## src/rtl/dcpwm_pkg.sv

```systemverilog
package dcpwm_pkg;
  typedef enum logic {
    SEL_RELOAD = 1'b0,
    SEL_WIDTH  = 1'b1
  } reg_sel_e;
endpackage

```

## src/rtl/dcpwm_regs.sv

```systemverilog
module dcpwm_regs
  import dcpwm_pkg::*;
#(
  parameter int CW = 8
) (
  input  logic          clk,
  input  logic          rst,
  input  logic          wr_en,
  input  logic          wr_sel,
  input  logic [CW-1:0] wr_data,
  input  logic          rd_sel,
  output logic [CW-1:0] rd_data,
  output logic [CW-1:0] reload_q,
  output logic [CW-1:0] width_buf_q
);
  always_ff @(posedge clk) begin
    if (rst) begin
      reload_q    <= '0;
      width_buf_q <= '0;
      rd_data     <= '0;
    end else begin
      if (wr_en && reg_sel_e'(wr_sel) == SEL_RELOAD) reload_q <= wr_data;
      if (wr_en && reg_sel_e'(wr_sel) == SEL_WIDTH)  width_buf_q <= wr_data;
      rd_data <= (reg_sel_e'(rd_sel) == SEL_WIDTH) ? width_buf_q : reload_q;
    end
  end

  // one cycle after a write, the selected register holds the written data
  assert_write_lands_R8: assert property (@(posedge clk) disable iff (rst)
    (wr_en && wr_sel) |=> (width_buf_q == $past(wr_data)));
endmodule

```

## src/rtl/dcpwm_prescaler.sv

```systemverilog
module dcpwm_prescaler #(
  parameter int CW = 8
) (
  input  logic          clk,
  input  logic          rst,
  input  logic          en,
  input  logic          tick,
  input  logic [CW-1:0] reload,
  output logic          ovf
);
  localparam logic [CW-1:0] TOP = {CW{1'b1}};

  logic [CW-1:0] cnt_q;

  assign ovf = en && tick && (cnt_q == TOP);

  always_ff @(posedge clk) begin
    if (rst || !en)  cnt_q <= '0;
    else if (ovf)    cnt_q <= reload;
    else if (tick)   cnt_q <= cnt_q + 1'b1;
  end

  // every overflow restarts the count at the reload value
  assert_reload_on_ovf_R1: assert property (@(posedge clk) disable iff (rst)
    ovf |=> (cnt_q == $past(reload)));
  // no tick, no movement
  assert_hold_without_tick_R11: assert property (@(posedge clk) disable iff (rst)
    (en && !tick) |=> $stable(cnt_q));
endmodule

```

## src/rtl/dcpwm_modcore.sv

```systemverilog
module dcpwm_modcore #(
  parameter int CW = 8
) (
  input  logic          clk,
  input  logic          rst,
  input  logic          en,
  input  logic          ovf,
  input  logic [CW-1:0] width_buf,
  output logic          pwm_out
);
  localparam logic [CW-1:0] TOP = {CW{1'b1}};

  logic [CW-1:0] cnt_q, act_q, nxt_cnt, nxt_act;
  logic          wrap;

  always_comb begin
    wrap    = ovf && (cnt_q == TOP);
    nxt_cnt = cnt_q + 1'b1;
    nxt_act = wrap ? width_buf : act_q;
  end

  always_ff @(posedge clk) begin
    if (rst) begin
      cnt_q   <= '0;
      act_q   <= '0;
      pwm_out <= 1'b0;
    end else begin
      if (wrap) act_q <= width_buf;
      if (!en) begin
        cnt_q   <= '0;
        pwm_out <= 1'b0;
      end else if (ovf) begin
        cnt_q <= nxt_cnt;
        if (nxt_cnt == nxt_act) pwm_out <= 1'b0;
        else if (wrap)          pwm_out <= 1'b1;
      end
    end
  end

  // disable clears the output and the counter
  assert_disable_clears_R9: assert property (@(posedge clk) disable iff (rst)
    !en |=> (!pwm_out && cnt_q == '0));
  // the active width only moves at a wrap
  assert_shadow_hold_R7: assert property (@(posedge clk) disable iff (rst)
    !wrap |=> $stable(act_q));
  // a zero active width never lets the output high
  assert_zero_width_low_R6: assert property (@(posedge clk) disable iff (rst)
    (act_q == '0) |-> !pwm_out);
  // output rises only together with the counter wrap
  assert_rise_at_wrap_R4: assert property (@(posedge clk) disable iff (rst)
    $rose(pwm_out) |-> (cnt_q == '0));
  // an enabled fall lines up with the width match
  assert_fall_at_match_R5: assert property (@(posedge clk) disable iff (rst)
    ($fell(pwm_out) && $past(en)) |-> (cnt_q == act_q));
endmodule

```

## src/rtl/dual_counter_pwm.sv

```systemverilog
module dual_counter_pwm #(
  parameter int CW = 8
) (
  input  logic          clk,
  input  logic          rst,
  input  logic          en,
  input  logic          mc_tick,
  input  logic          wr_en,
  input  logic          wr_sel,
  input  logic [CW-1:0] wr_data,
  input  logic          rd_sel,
  output logic [CW-1:0] rd_data,
  output logic          pwm_out
);
  logic [CW-1:0] reload_q, width_buf_q;
  logic          pre_ovf;

  dcpwm_regs #(.CW(CW)) u_regs (
    .clk(clk), .rst(rst), .wr_en(wr_en), .wr_sel(wr_sel), .wr_data(wr_data),
    .rd_sel(rd_sel), .rd_data(rd_data), .reload_q(reload_q),
    .width_buf_q(width_buf_q)
  );

  dcpwm_prescaler #(.CW(CW)) u_pre (
    .clk(clk), .rst(rst), .en(en), .tick(mc_tick), .reload(reload_q),
    .ovf(pre_ovf)
  );

  dcpwm_modcore #(.CW(CW)) u_core (
    .clk(clk), .rst(rst), .en(en), .ovf(pre_ovf), .width_buf(width_buf_q),
    .pwm_out(pwm_out)
  );
endmodule

```

## config.mk

```make
export PLATFORM = sky130hd
export DESIGN_NAME = dual_counter_pwm
export DESIGN_NICKNAME = d
export VERILOG_FILES = /design/src/rtl/dcpwm_pkg.sv /design/src/rtl/dcpwm_regs.sv /design/src/rtl/dcpwm_prescaler.sv /design/src/rtl/dcpwm_modcore.sv /design/src/rtl/dual_counter_pwm.sv
export SDC_FILE = /design/constraint.sdc
export NUM_CORES = 1
export LEC_CHECK = 0
export ABC_AREA = 1
export BUFFER_PORTS_ARGS = -buffer_cell sky130_fd_sc_hd__buf_4
export CAP_MARGIN = 0
export CORE_AREA = 5 5 94 96
export CTS_CLUSTER_DIAMETER = 30
export CTS_CLUSTER_SIZE = 20
export DETAILED_ROUTE_END_ITERATION = 10
export DIE_AREA = 0 0 99 101
export PLACE_DENSITY = 0.44
export SYNTH_ARGS = -nofsm -noshare
export SYNTH_HDL_FRONTEND = slang
export SYNTH_SLANG_ARGS = --single-unit
export TNS_END_PERCENT = 20
```

## constraint.sdc

```tcl
create_clock -name clk -period 1.54 [get_ports clk]
set_input_delay 0.308 -clock clk [delete_from_list [all_inputs] [get_ports clk]]
set_output_delay 0.308 -clock clk [all_outputs]
set_load 0.01 [all_outputs]
```

==> results.toml <==
[synthesis]
async_flop_share = 0
ys_top_cells_by_area = "dfxtp_1, nand2_1, a21oi_1"
netlist_instances = 322
synth.cell_area_um2 = 2310
synth.largest_area_cell = "dfxtp_1"
syn_area_per_cell_um2 = 7.18
syn-num-nets = 339
synth_edf_count = 0
yosys.cell_types.count = 33
ys.flop_type = "dfxtp_1"
ys_seq_elements = 49
yosysSeqAreaShare = 0.424
synth.top_cell.area_share = 0.424
ys.warnings.count = 0
synth.most_common_cell = "nand2_1"
synthTopCellsByCount = "nand2_1, dfxtp_1, inv_1"

[clocking]
clk-insertion-delay-late_ns = 0.30
cts_max_path_buffers = 2
cts.sinks = 49
htreeDepth = 2
cts_buffers = 5
cts.clk_slew.worst_paths_ns = 0.10
cts_tree = "done"
cts-hold-fix-buffers = 0
cts_root_buf = "clkbuf_8"

[layout]
multi_input_area_um2 = 1270
fin_util = 0.396
fin_cells = 490
fin_nets = 401
seq_area_um2 = 986
fill_cells = 851
design_area_um2 = 3150
drive_gt1_frac = 0.306
n_antenna_cell = 0
area_growth_pct = 36.3

[drt]
drt_iter0_markers = 105
dr_total_vias = 2238
drc_errors = 0
via_per_inst = 4.57
route.detailed.wl_per_inst_um = 12.9
firstDrtPassIters = 6
ant_nets = 0
wl_um = 6320

[critical_path]
crit_chain = "ha_4 > nand2_2 > nor2_2 > nand2_2 > nor2_8 > buf_4 > nand2_4 > nand2_1 > o211ai_1 > nand2_1 > nand3_1 > nor2_1 > nor2_1"
crit_path_start_kind = "flip-flop"
crit_path_end_kind = "flip-flop"
critical-path-slowest-cell = "dfxtp_2"
crit_path_max_incr_delay_ns = 0.36
crit_buf_inv = 1
crit_fanout = 7
crit_arrival_ns = 1.91
worstSetupPathType = "reg -> reg"
cp_top_family = "simple AND/OR/NAND/NOR gates"
worstPathRequired_ns = 1.74

[sta]
finalCriticalPeriod_ns = 1.72
slew_headroom = 0.674
fmax_ghz = 0.582
post-route-period-util = 1.11
drv_slew = 0
tns_ns = -0.254
setup_violations = 4
rsz0062_at_grt = "true"
hold_viol = 0
timing.final.ws_setup_ns = -0.177
skew_ns = 0.00648
worst_pin_slew_ns = 0.488
fin_hold_ws_ns = 0.270

[power_and_ir_drop]
power.leakage_nw = 1.37
total_power_mw = 2.46
power_density_nw_per_um2 = 780
ir_drop_v = 0.000341

[grt]
grt_antenna_before_repair = 0
grt_overflow = 0
grt_max_degree = 33
grt_first_pass_wirelength_um = 10500
grt_use_total = 0.132
grt_pass1_vias = 2148

[status]
failed_checks = "negative setup slack"
outcome = "finished with violations"

[run]
max-cap-violations = 0

[floorplan]
io_pins = 24
die_h_um = 101
rows = 33
dieArea_um2 = 10000
initial_utilization = 0.290
die_w_um = 99
core-area_um2 = 7970

[placement]
post_dp_cell_area_um2 = 2860
dp_hpwl_um = 4630
place_ws_ns = -0.217
dp.cells = 473
place_congestion = 0.846
portBuffers = 23

[min_path]
hold_class = "in -> reg"
==> registers in the layout (all words and copies together) (netlist names) <==
register            cells
u_regs.width_buf_q      8
u_core.pwm_out          1
u_pre.cnt_q             8
u_core.act_q            8
u_regs.reload_q         8
u_regs.rd_data          8
u_core.cnt_q            8
==> worst register-to-register path: stages (launching register included) <==
cell and delay (ns):
dfxtp_2 0.36, ha_4 0.16, nand2_2 0.06, nor2_2 0.09, nand2_2 0.10, nor2_8 0.17, buf_4 0.15, nand2_4 0.07
nand2_1 0.10, o211ai_1 0.10, nand2_1 0.07, nand3_1 0.06, nor2_1 0.08, nor2_1 0.04
==> layout make-up <==
| type | count | area share |
|---|---|---|
| multi-input cells | 222 | 0.403 |
| flip-flops and latches | 49 | 0.313 |
| repair buffers | 68 | 0.162 |
| inverters | 38 | 0.0460 |
| well taps | 105 | 0.0417 |
| clock buffers | 6 | 0.0230 |
| clock inverters | 2 | 0.0123 |
==> timing repair <==
action	CTS	global route
setup buffers	0	8
resized for setup	10	20
gates cloned	0	1
setup endpoints to repair	6	20
pin swaps	3	19
==> routing by layer <==
metal / GRT usage / wire, um / vias to the layer above
li1: - / - / 1179
met1: 0.183 / 3210 / 1023
met2: 0.206 / 2860 / 32
met3: 0.0242 / 166 / 4
met4: 0.0431 / 84 / 0
met5: 0 / 0 / -
==> final timing paths <==
kind | start | to | slack, ns | cells after the start
min reg2reg | u_regs.reload_q[4]$_SDFFE_PP0P_ | u_regs.reload_q[4]$_SDFFE_PP0P_ | 0.50 | 2
max | u_pre.cnt_q[1]$_SDFFE_PP0P_ | u_core.pwm_out$_SDFFE_PP0P_ | -0.18 | 13
max reg2reg | u_pre.cnt_q[1]$_SDFFE_PP0P_ | u_core.pwm_out$_SDFFE_PP0P_ | -0.18 | 13
min | wr_data[7] | u_regs.reload_q[7]$_SDFFE_PP0P_ | 0.27 | 3
==> placed cells by master (no fill, tap or decap), types with 2 or more instances in the layout <==
| cell | synthesis | routed |
|---|---|---|
| a211oi_1 | 16 | 16 |
| clkbuf_8 | 0 | 5 |
| buf_4 | 0 | 68 |
| a21oi_2 | 0 | 2 |
| xor2_1 | 4 | 4 |
| nor2_4 | 1 | 2 |
| nand3_2 | 0 | 5 |
| o211ai_1 | 3 | 3 |
| nand2_4 | 2 | 3 |
| nand2_2 | 4 | 16 |
| nor2_2 | 1 | 4 |
| o21bai_1 | 2 | 2 |
| nand3_1 | 24 | 18 |
| nor2_1 | 35 | 31 |
| dfxtp_2 | 0 | 4 |
| nand2_1 | 69 | 56 |
| inv_1 | 36 | 36 |
| nand4_1 | 5 | 5 |
| ha_4 | 0 | 2 |
| o21ai_0 | 14 | 14 |
| dfxtp_1 | 49 | 45 |
| a21oi_1 | 28 | 26 |
==> logic make-up (layout without fill, tap and decap cells) <==
logic type / after synthesis / in the layout / share of synthesized area
simple gates: 146 / 147 / 0.283
compound gates: 68 / 68 / 0.175
buf+inv: 52 / 114 / 0.0887
flops: 49 / 49 / 0.424
xor+xnor: 5 / 5 / 0.0189
fa+ha+maj: 2 / 2 / 0.0108
==> where the power goes <==
group / switching (mW) / total [mW] / internal, mW
logic: 0.109 / 0.188 / 0.0790
registers: 0.0231 / 1.33 / 1.30
clock network: 0.456 / 0.945 / 0.489
(Power assumes the default switching activity.)
